<file path="src/rtl/rcs_pkg.sv">
package rcs_pkg;

  // Index of the lowest enabled byte lane; 0 when no lane is enabled.
  function automatic logic [1:0] be_lead(input logic [3:0] be);
    casez (be)
      4'b???1: be_lead = 2'd0;
      4'b??10: be_lead = 2'd1;
      4'b?100: be_lead = 2'd2;
      4'b1000: be_lead = 2'd3;
      default: be_lead = 2'd0;
    endcase
  endfunction

  // Count of disabled lanes above the highest enabled lane.
  function automatic logic [1:0] be_tail(input logic [3:0] be);
    casez (be)
      4'b1???: be_tail = 2'd0;
      4'b01??: be_tail = 2'd1;
      4'b001?: be_tail = 2'd2;
      4'b0001: be_tail = 2'd3;
      default: be_tail = 2'd0;
    endcase
  endfunction

  // Maximum payload in doublewords for a code: 32 << code.
  function automatic int unsigned mps_dw_of(input logic [1:0] code);
    mps_dw_of = 32 << code;
  endfunction

  // Completion boundary in doublewords.
  function automatic int unsigned blk_dw_of(input logic sel);
    blk_dw_of = sel ? 32 : 16;
  endfunction

endpackage

</file>
<file path="src/rtl/rcs_bytes.sv">
module rcs_bytes #(
  parameter int LEN_W = 11,
  localparam int BC_W = LEN_W + 2
) (
  input  logic [LEN_W-1:0] len_dw,
  input  logic [3:0]       first_be,
  input  logic [3:0]       last_be,
  output logic [BC_W-1:0]  total_bytes,
  output logic [1:0]       lead_off
);
  import rcs_pkg::*;

  logic [BC_W-1:0] raw_bytes;
  logic [2:0]      span;

  always_comb begin
    raw_bytes = {len_dw, 2'b00};
    lead_off  = be_lead(first_be);
    span      = 3'd4 - {1'b0, be_lead(first_be)} - {1'b0, be_tail(first_be)};
    if (len_dw == LEN_W'(1)) begin
      // single doubleword: span of first enables, zero enables -> 1 byte
      total_bytes = (first_be == 4'b0000) ? BC_W'(1) : BC_W'(span);
    end else begin
      total_bytes = raw_bytes - BC_W'(be_lead(first_be)) - BC_W'(be_tail(last_be));
    end
  end

endmodule

</file>
<file path="src/rtl/rcs_cut.sv">
module rcs_cut #(
  parameter int ADDR_W = 32,
  parameter int LEN_W  = 11,
  localparam int DWA_W = ADDR_W - 2
) (
  input  logic [DWA_W-1:0] cur_dw,
  input  logic [LEN_W-1:0] rem_dw,
  input  logic             rcb_sel,
  input  logic [1:0]       mps_sel,
  output logic [LEN_W-1:0] piece_dw,
  output logic [LEN_W-1:0] blk_dw,
  output logic [LEN_W-1:0] mps_dw
);
  import rcs_pkg::*;

  logic [LEN_W-1:0] blk_off;
  logic [LEN_W-1:0] room_dw;

  always_comb begin
    blk_dw   = LEN_W'(blk_dw_of(rcb_sel));
    mps_dw   = LEN_W'(mps_dw_of(mps_sel));
    // offset of the current doubleword inside its completion block
    blk_off  = LEN_W'(cur_dw[5:0]) & (blk_dw - LEN_W'(1));
    // the payload cap is a whole number of blocks, so this ends on a boundary
    room_dw  = mps_dw - blk_off;
    piece_dw = (rem_dw < room_dw) ? rem_dw : room_dw;
  end

endmodule

</file>
<file path="src/rtl/rd_cpl_splitter.sv">
module rd_cpl_splitter #(
  parameter int ADDR_W = 32,
  parameter int LEN_W  = 11,
  localparam int BC_W  = LEN_W + 2,
  localparam int DWA_W = ADDR_W - 2
) (
  input  logic              clk,
  input  logic              rst_n,
  input  logic              cfg_rcb_sel,
  input  logic [1:0]        cfg_mps_sel,
  input  logic              req_valid,
  output logic              req_ready,
  input  logic [ADDR_W-1:0] req_addr,
  input  logic [LEN_W-1:0]  req_len_dw,
  input  logic [3:0]        req_first_be,
  input  logic [3:0]        req_last_be,
  output logic              cpl_valid,
  input  logic              cpl_ready,
  output logic [ADDR_W-1:0] cpl_addr,
  output logic [LEN_W-1:0]  cpl_len_dw,
  output logic [BC_W-1:0]   cpl_byte_cnt,
  output logic              cpl_last
);

  logic             busy_q;
  logic             first_q;
  logic [DWA_W-1:0] cur_dw_q;
  logic [LEN_W-1:0] rem_dw_q;
  logic [BC_W-1:0]  rem_bytes_q;
  logic [1:0]       lead_q;

  logic [BC_W-1:0]  req_total;
  logic [1:0]       req_lead;
  logic [LEN_W-1:0] piece_dw;
  logic [LEN_W-1:0] blk_dw_w;
  logic [LEN_W-1:0] mps_dw_w;

  // named events for the checks
  logic             req_fire;
  logic             cut_fire;
  logic             final_fire;
  logic [ADDR_W-1:0] blk_mask_w;

  rcs_bytes #(.LEN_W(LEN_W)) u_bytes (
    .len_dw      (req_len_dw),
    .first_be    (req_first_be),
    .last_be     (req_last_be),
    .total_bytes (req_total),
    .lead_off    (req_lead)
  );

  rcs_cut #(.ADDR_W(ADDR_W), .LEN_W(LEN_W)) u_cut (
    .cur_dw   (cur_dw_q),
    .rem_dw   (rem_dw_q),
    .rcb_sel  (cfg_rcb_sel),
    .mps_sel  (cfg_mps_sel),
    .piece_dw (piece_dw),
    .blk_dw   (blk_dw_w),
    .mps_dw   (mps_dw_w)
  );

  assign req_ready    = !busy_q;
  assign cpl_valid    = busy_q;
  assign cpl_addr     = {cur_dw_q, (first_q ? lead_q : 2'b00)};
  assign cpl_len_dw   = piece_dw;
  assign cpl_byte_cnt = rem_bytes_q;
  assign cpl_last     = (piece_dw == rem_dw_q);

  assign req_fire   = req_valid && req_ready;
  assign cut_fire   = cpl_valid && cpl_ready;
  assign final_fire = cut_fire && cpl_last;
  assign blk_mask_w = ADDR_W'({blk_dw_w, 2'b00}) - ADDR_W'(1);

  always_ff @(posedge clk or negedge rst_n) begin
    if (!rst_n) begin
      busy_q      <= 1'b0;
      first_q     <= 1'b0;
      cur_dw_q    <= '0;
      rem_dw_q    <= '0;
      rem_bytes_q <= '0;
      lead_q      <= 2'b00;
    end else if (req_fire) begin
      busy_q      <= 1'b1;
      first_q     <= 1'b1;
      cur_dw_q    <= req_addr[ADDR_W-1:2];
      rem_dw_q    <= req_len_dw;
      rem_bytes_q <= req_total;
      lead_q      <= req_lead;
    end else if (cut_fire) begin
      first_q     <= 1'b0;
      cur_dw_q    <= cur_dw_q + DWA_W'(piece_dw);
      rem_dw_q    <= rem_dw_q - piece_dw;
      rem_bytes_q <= rem_bytes_q - BC_W'({piece_dw, 2'b00})
                     + (first_q ? BC_W'(lead_q) : BC_W'(0));
      if (cpl_last) busy_q <= 1'b0;
    end
  end

  AST_IDLE_AFTER_RESET: assert property (@(posedge clk) disable iff (!rst_n)
    $rose(rst_n) |-> (req_ready && !cpl_valid));

  AST_LATER_LOW_ZERO: assert property (@(posedge clk) disable iff (!rst_n)
    (cpl_valid && !first_q) |-> (cpl_addr[1:0] == 2'b00));

  AST_CUT_ALIGNED: assert property (@(posedge clk) disable iff (!rst_n)
    (cpl_valid && !first_q) |-> ((cpl_addr & blk_mask_w) == '0));

  AST_PAYLOAD_CAP: assert property (@(posedge clk) disable iff (!rst_n)
    cpl_valid |-> (cpl_len_dw != '0 && cpl_len_dw <= mps_dw_w));

  AST_ADDR_RISES: assert property (@(posedge clk) disable iff (!rst_n)
    (cut_fire && !cpl_last) |=> (cpl_valid && cpl_addr > $past(cpl_addr)));

  AST_HOLD_STALLED: assert property (@(posedge clk) disable iff (!rst_n)
    (cpl_valid && !cpl_ready) |=> (cpl_valid && $stable(cpl_addr) && $stable(cpl_len_dw)
      && $stable(cpl_byte_cnt) && $stable(cpl_last)));

  AST_NO_OVERLAP: assert property (@(posedge clk) disable iff (!rst_n)
    req_fire |=> (!req_ready && cpl_valid));

  AST_FREE_AFTER_LAST: assert property (@(posedge clk) disable iff (!rst_n)
    final_fire |=> req_ready);

endmodule

</file>
<file path="config.mk">
export PLATFORM = sky130hd
export DESIGN_NAME = rd_cpl_splitter
export DESIGN_NICKNAME = d
export VERILOG_FILES = /design/src/rtl/rcs_pkg.sv /design/src/rtl/rcs_bytes.sv /design/src/rtl/rcs_cut.sv /design/src/rtl/rd_cpl_splitter.sv
export SDC_FILE = /design/constraint.sdc
export NUM_CORES = 1
export LEC_CHECK = 0
export ABC_AREA = 1
export CAP_MARGIN = 20
export CORE_ASPECT_RATIO = 1.75
export CORE_UTILIZATION = 49
export CTS_BUF_LIST = sky130_fd_sc_hd__clkbuf_8
export CTS_CLUSTER_DIAMETER = 60
export CTS_CLUSTER_SIZE = 24
export DETAILED_ROUTE_END_ITERATION = 6
export PLACE_DENSITY = 0.89
export SYNTH_ARGS = -nofsm -noshare
export SYNTH_HDL_FRONTEND = slang
export SYNTH_SLANG_ARGS = --single-unit
</file>
<file path="constraint.sdc">
create_clock -name clk -period 5.9 [get_ports clk]
set_input_delay 1.475 -clock clk [delete_from_list [all_inputs] [get_ports clk]]
set_output_delay 1.475 -clock clk [all_outputs]
set_load 0.1 [all_outputs]
</file>
==> results_dict.tcl, run 1 <==
set metrics [dict create \
    detail-route-antenna-nets 0 \
    drv_cap 0 \
    cts_buffers 9 \
    vias_per_cell 5.72 \
    die_w_um 85.5 \
    synth_seq_cells 58 \
    synthTopCellsByCount "220 x nand2_1, 137 x inv_1, 92 x nor2_1, 59 x ha_1, 59 x nand3_1" \
    hold_viol 0 \
    cts_sinks 58 \
    grt_pass1_wl_mm 32.9 \
    ctsHoldBuffers 0 \
    hold_class "flop to flop" \
    syn_inst 912 \
    die_h_um 148 \
    dr_total_vias 7225 \
    grt_pass1_vias 7173 \
    crit_type "input port to primary output" \
    row_count 53 \
    yosysSeqAreaShare_pct 24.3 \
    num-nets-final 1241 \
    yosysMostFrequentCell "nand2_1" \
    tightest_slew_ps 1010 \
    required_ps 4430 \
    dr.pass1.iters 6 \
    status "complete, but fails checks" \
    clock_latency_ps 370 \
    grt-ovfl-total 0 \
    cts_root_buffer "clkbuf_8" \
    setup-violations-final 1 \
    cp.arrival_ps 4540 \
    synth_fp_nets 1030 \
    numPortBuffers 114 \
    post-route-period-util_pct 102 \
    grt_max_degree 59 \
    ioPinCount 117 \
    cts.clk_slew.worst_paths_ps 70 \
    coreArea_mm2 0.0119 \
    timing.final.ws_setup_ps -114 \
    final_cells 1264 \
    ys_async_sr_fraction_pct 100 \
    die-area_mm2 0.0127 \
    synthTopCellsByArea "dfrtp_1 24%, nand2_1 14%, ha_1 12%, inv_1 8.6%, nor2_1 5.8%" \
    rr_worst_depth 32 \
    drcViolationCount 0 \
    synthMuxAreaShare_pct 0 \
    track_usage_pct 33.0 \
    synth_area_leader_cell "dfrtp_1" \
    cp-end-kind "primary output" \
    area_growth_pct 46.0 \
    min_path_cells 2 \
    fin_crit_ps 6010 \
    synthSimpleGateAreaFrac_pct 32.7 \
    dp_cells 1226 \
    path_max_fanout 7 \
    cp-start-kind "input port" \
    fmax_mhz 166 \
    cts_tree "yes" \
    drt_wl_total_mm 20.9 \
    synth_warnings 0 \
    gp_congestion 0.941 \
    drt_iter0_drc 576 \
    relSlewSlack_pct 32.5 \
    syn_area_mm2 0.00597 \
    synth.avg_cell_area_um2 6.55 \
    drv_slew 0 \
    setup_tns_ps -114 \
    post_drt_wl_per_cell_um 16.5 \
    antenna_cells 0 \
    synth_edf_count 0 \
    start_util_pct 50.1 \
    h-tree-depth 3 \
    layout-drive-gt1-share_pct 19.6 \
    yosysTopAreaCellShare_pct 24.3 \
    synth_compound_area_share_pct 16.8 \
    clock_skew_ps 13.9 \
    synth_ff_type "dfrtp_1" \
    clock_path_buffers 2 \
    synth_adder_area_share_pct 12.7 \
    rsz0062_at_grt "yes" \
    dp_hpwl_mm 15.1 \
    synth_xor_xnor_area_share_pct 3.25 \
    synth_top_family_by_area "simple AND/OR/NAND/NOR gates" \
    ys_types 48 \
    violations "setup timing" \
    antenna_found_initial 0 \
]
-- routing by layer --
metal  track usage (%)  wire (um)  vias up
met5                 0          0        -
met4              23.1       1290        0
met3              3.94       1040      102
met2              60.2      11200      337
met1              34.4       7380     3356
li1                  -          -     3430
-- critical path: stages --
cell and delay (ps):
buf_8 100, buf_6 110, ha_4 160, inv_4 50, nand3_2 70, nor2_1 90, inv_1 90, ha_4 300
nand2_4 50, a21oi_4 130, nand2_2 100, nor2_4 130, nand2_2 90, nand3_4 140, clkinv_8 110, o21ai_4 150
inv_2 70, ha_4 270, nand2_2 70, nor2_4 120, nand4_1 150, nor4_4 290, buf_12 220
-- per-stage QoR --
step                hold slack, ps  cell area [um^2]  utilization [%]  setup WS [ps]
finish                         496              8720             73.1           -114
global route                   530              8720             73.1           -257
CTS                            494              8640             72.4           -196
detailed placement             478              8100             67.8           -652
global placement               465              8100             67.8           -591
floorplan                      449              6150                -          -1190
-- what timing repair did --
action | in CTS | in global routing
pin swaps | 22 | 22
buffers inserted | 19 | 6
gates cloned | 1 | 0
endpoints found under the setup margin | 4 | 4
endpoints found under the hold margin | 0 | 0
resized for setup | 44 | 19
-- cells by family (layout without fill, tap and decap cells) --
kind of cell | Yosys count | count (layout)
compound gates | 171 | 171
simple gates | 443 | 443
buf+inv | 159 | 374
other cells | 1 | 1
xor+xnor | 20 | 20
flops | 58 | 58
fa+ha+maj | 60 | 60
-- state kept, by name, indices dropped and copies added, names as in the netlist --
signal        count
lead_q            2
cur_dw_q         30
cpl_valid         1
first_q           1
rem_dw_q         11
cpl_byte_cnt     13
-- area by class of cell --
type | count | area [um^2]
Timing Repair Buffer | 219 | 2070
Sequential cell | 58 | 1450
Multi-Input combinational cell | 695 | 4250
Inverter | 139 | 544
Fill cell | 899 | 3210
Clock buffer | 11 | 151
Clock inverter | 4 | 75.1
Tap cell | 137 | 171
Timing Repair inverter | 1 | 8.76
-- cell usage in the layout, fill, tap and decap left out, types with 3 or more instances in the layout --
cell and n:
nand2_1 212, inv_1 128, buf_4 102, clkdlybuf4s50_1 98, nor2_1 88, dfrtp_1 58
nand3_1 56, a21oi_1 54, ha_1 48, o21ai_0 45, nand4_1 20, nand2_2 17
nor3_1 15, buf_12 14, xor2_1 13, o21bai_1 13, ha_4 11, clkbuf_8 11
nand3_2 9, nor2_2 7, inv_2 7, o21ai_4 7, o21ai_1 7, a31oi_1 7
nand2_4 6, xnor2_1 6, o211ai_1 5, o221ai_1 5, a22o_1 5, o22ai_1 4
nor2_4 3, nand3b_1 3, a21oi_2 3, o21ai_2 3
-- worst paths after layout --
check,from,end,slack [ps]
setup reg to reg,cur_dw_q[0]$_DFFE_PN0P_,cpl_byte_cnt[12]$_DFFE_PN0P_,640
setup / recovery,cfg_mps_sel[1],cpl_last,-110
min in group asynchronous,rst_n,cur_dw_q[7]$_DFFE_PN0P_,1280
hold / removal,lead_q[1]$_DFFE_PN0P_,lead_q[1]$_DFFE_PN0P_,500
max in group asynchronous,rst_n,cpl_valid$_DFFE_PN0P_,4040
hold reg to reg,lead_q[1]$_DFFE_PN0P_,lead_q[1]$_DFFE_PN0P_,500
Power of run 1 is not shown: default switching activity piles up to over one toggle a cycle in this logic, so the estimate is an artifact.
==> inputs of run 2 (changes only) <==
==> constraint.sdc (replaced) <==
create_clock -name clk -period 5.9 [get_ports clk]
set_input_delay 0.59 -clock clk [delete_from_list [all_inputs] [get_ports clk]]
set_output_delay 0.59 -clock clk [all_outputs]
set_load 0.1 [all_outputs]
==> results_dict.tcl, run 2 (same netlist as run 1, synthesis figures left out) <==
set metrics [dict create \
    post-route-period-util_pct 92.3 \
    r2r-end "cpl_byte_cnt[11]$_DFFE_PN0P_" \
    clock_latency_ps 370 \
    post_drt_wl_per_cell_um 15.4 \
    largest-register "cur_dw_q" \
    max_stage_delay_ps 510 \
    clock_path_buffers 2 \
    cts.clk_slew.worst_paths_ps 70 \
    grt_pass1_vias 6155 \
    grt_pass1_wl_mm 28.5 \
    tightest_slew_ps 1010 \
    drt_iter0_drc 460 \
    h-tree-depth 3 \
    critical_path.slowest_cell "clkdlybuf4s50_1" \
    hold_viol 0 \
    area_growth_pct 25.5 \
    setup_tns_ps 0 \
    setup-violations-final 0 \
    die_h_um 148 \
    track_usage_pct 28.6 \
    drcViolationCount 0 \
    detail-route-antenna-nets 0 \
    cp.arrival_ps 4850 \
    fin_crit_ps 5440 \
    final_cells 1165 \
    dr.pass1.iters 6 \
    layout_common_cells "220 x nand2_1, 139 x inv_1, 101 x clkdlybuf4s50_1" \
    rsz0062_at_grt "no" \
    fmax_mhz 184 \
    cp-end-kind "primary output" \
    crit_type "input port to primary output" \
    die_w_um 85.5 \
    worstPathCellList "clkdlybuf4s50_1 -> inv_1 -> ha_1 -> nor2_1 -> nand3_1 -> nor2_1 -> inv_1 -> ha_1 -> nand2_1 -> a21oi_1 -> nand2_1 -> nor2_2 -> nand3_1 -> nand3_2 -> inv_4 -> o21ai_4 -> inv_1 -> ha_1 -> nand2_1 -> nor2_1 -> nand4_1 -> nor4_4 -> buf_12" \
    gp_congestion 0.981 \
    final_common_cell "nand2_1" \
    rr_worst_depth 29 \
    largest_reg_flops 30 \
    num-nets-final 1141 \
    grt_max_degree 59 \
    die-area_mm2 0.0127 \
    path_max_fanout 19 \
    dp_hpwl_mm 13.7 \
    dr_total_vias 6528 \
    antenna_cells 0 \
    cts_root_buffer "clkbuf_8" \
    status "complete, no violations" \
    ff2ff_setup_slack_ps 900 \
    hold_class "input port to asynchronous set/reset pin" \
    fin_area_mm2 0.00750 \
    layout-drive-gt1-share_pct 8.27 \
    cts_buffers 9 \
    dp_cells 1149 \
    rr_startpoint "cur_dw_q[0]$_DFFE_PN0P_" \
    relSlewSlack_pct 32.4 \
    antenna_found_initial 0 \
    ioPinCount 117 \
    start_util_pct 50.1 \
    coreArea_mm2 0.0119 \
    drv_cap 0 \
    cts_sinks 58 \
    drt_wl_total_mm 18.0 \
    row_count 53 \
    crit_buf_inv 6 \
    grt-ovfl-total 0 \
    numPortBuffers 114 \
    dpl_cell_area_mm2 0.00731 \
    required_ps 5310 \
    cts_tree "yes" \
    path_delay_family "simple AND/OR/NAND/NOR gates" \
    vias_per_cell 5.60 \
    clock_skew_ps 15.7 \
    cp-start-kind "input port" \
    final_util_pct 62.8 \
    drv_slew 0 \
]
==> run 2: worst max-delay path by stage <==
stage,cells after the start,from,end
finish,23,cfg_mps_sel[0],cpl_last
global route,23,cfg_mps_sel[0],cpl_last
CTS,23,cfg_mps_sel[0],cpl_last
detailed placement,33,cfg_mps_sel[0],cpl_byte_cnt[11]$_DFFE_PN0P_
global placement,33,cfg_mps_sel[0],cpl_byte_cnt[11]$_DFFE_PN0P_
floorplan,18,cur_dw_q[0]$_DFFE_PN0P_,cpl_last
==> run 2: repair_timing <==
| action | 4_1_cts | 5_1_grt |
|---|---|---|
| endpoints found under the setup margin | 0 | 2 |
| setup buffers | 0 | 0 |
| hold buffers | 0 | 0 |
| resized for setup | 0 | 1 |
==> run 2: per-layer routing <==
metal	GRT usage (%)	routed length [um]
met3	4.94	998
met1	30.6	6630
met4	18.5	975
met2	51.2	9350
met5	0	0
==> run 2: cell type report <==
cell class	count	area, um^2
multi-input combinational	695	3990
tap	137	171
inverter	139	524
fill	1078	4440
sequential	58	1460
clock inverter	4	17.5
clock buffer	12	165
timing repair buffer	120	1160
==> run 2: worst reg2reg max path: cells and delay by family, from the launching register on <==
family / cells / cell delay [ps]
buf+inv: 4 / 700
xor+xnor: 1 / 230
compound gates: 11 / 1360
fa+ha+maj: 4 / 1180
simple gates: 9 / 970
flops: 1 / 500
==> run 2: per-stage QoR <==
stage / hold slack [ps] / worst slack, ps
2_1_floorplan: 294 / 119
3_3_place_gp: 465 / 243
3_5_place_dp: 486 / 44.6
4_1_cts: 419 / 249
5_1_grt: 450 / 157
6_report: 398 / 455
Power of run 2 is left out for the same reason.
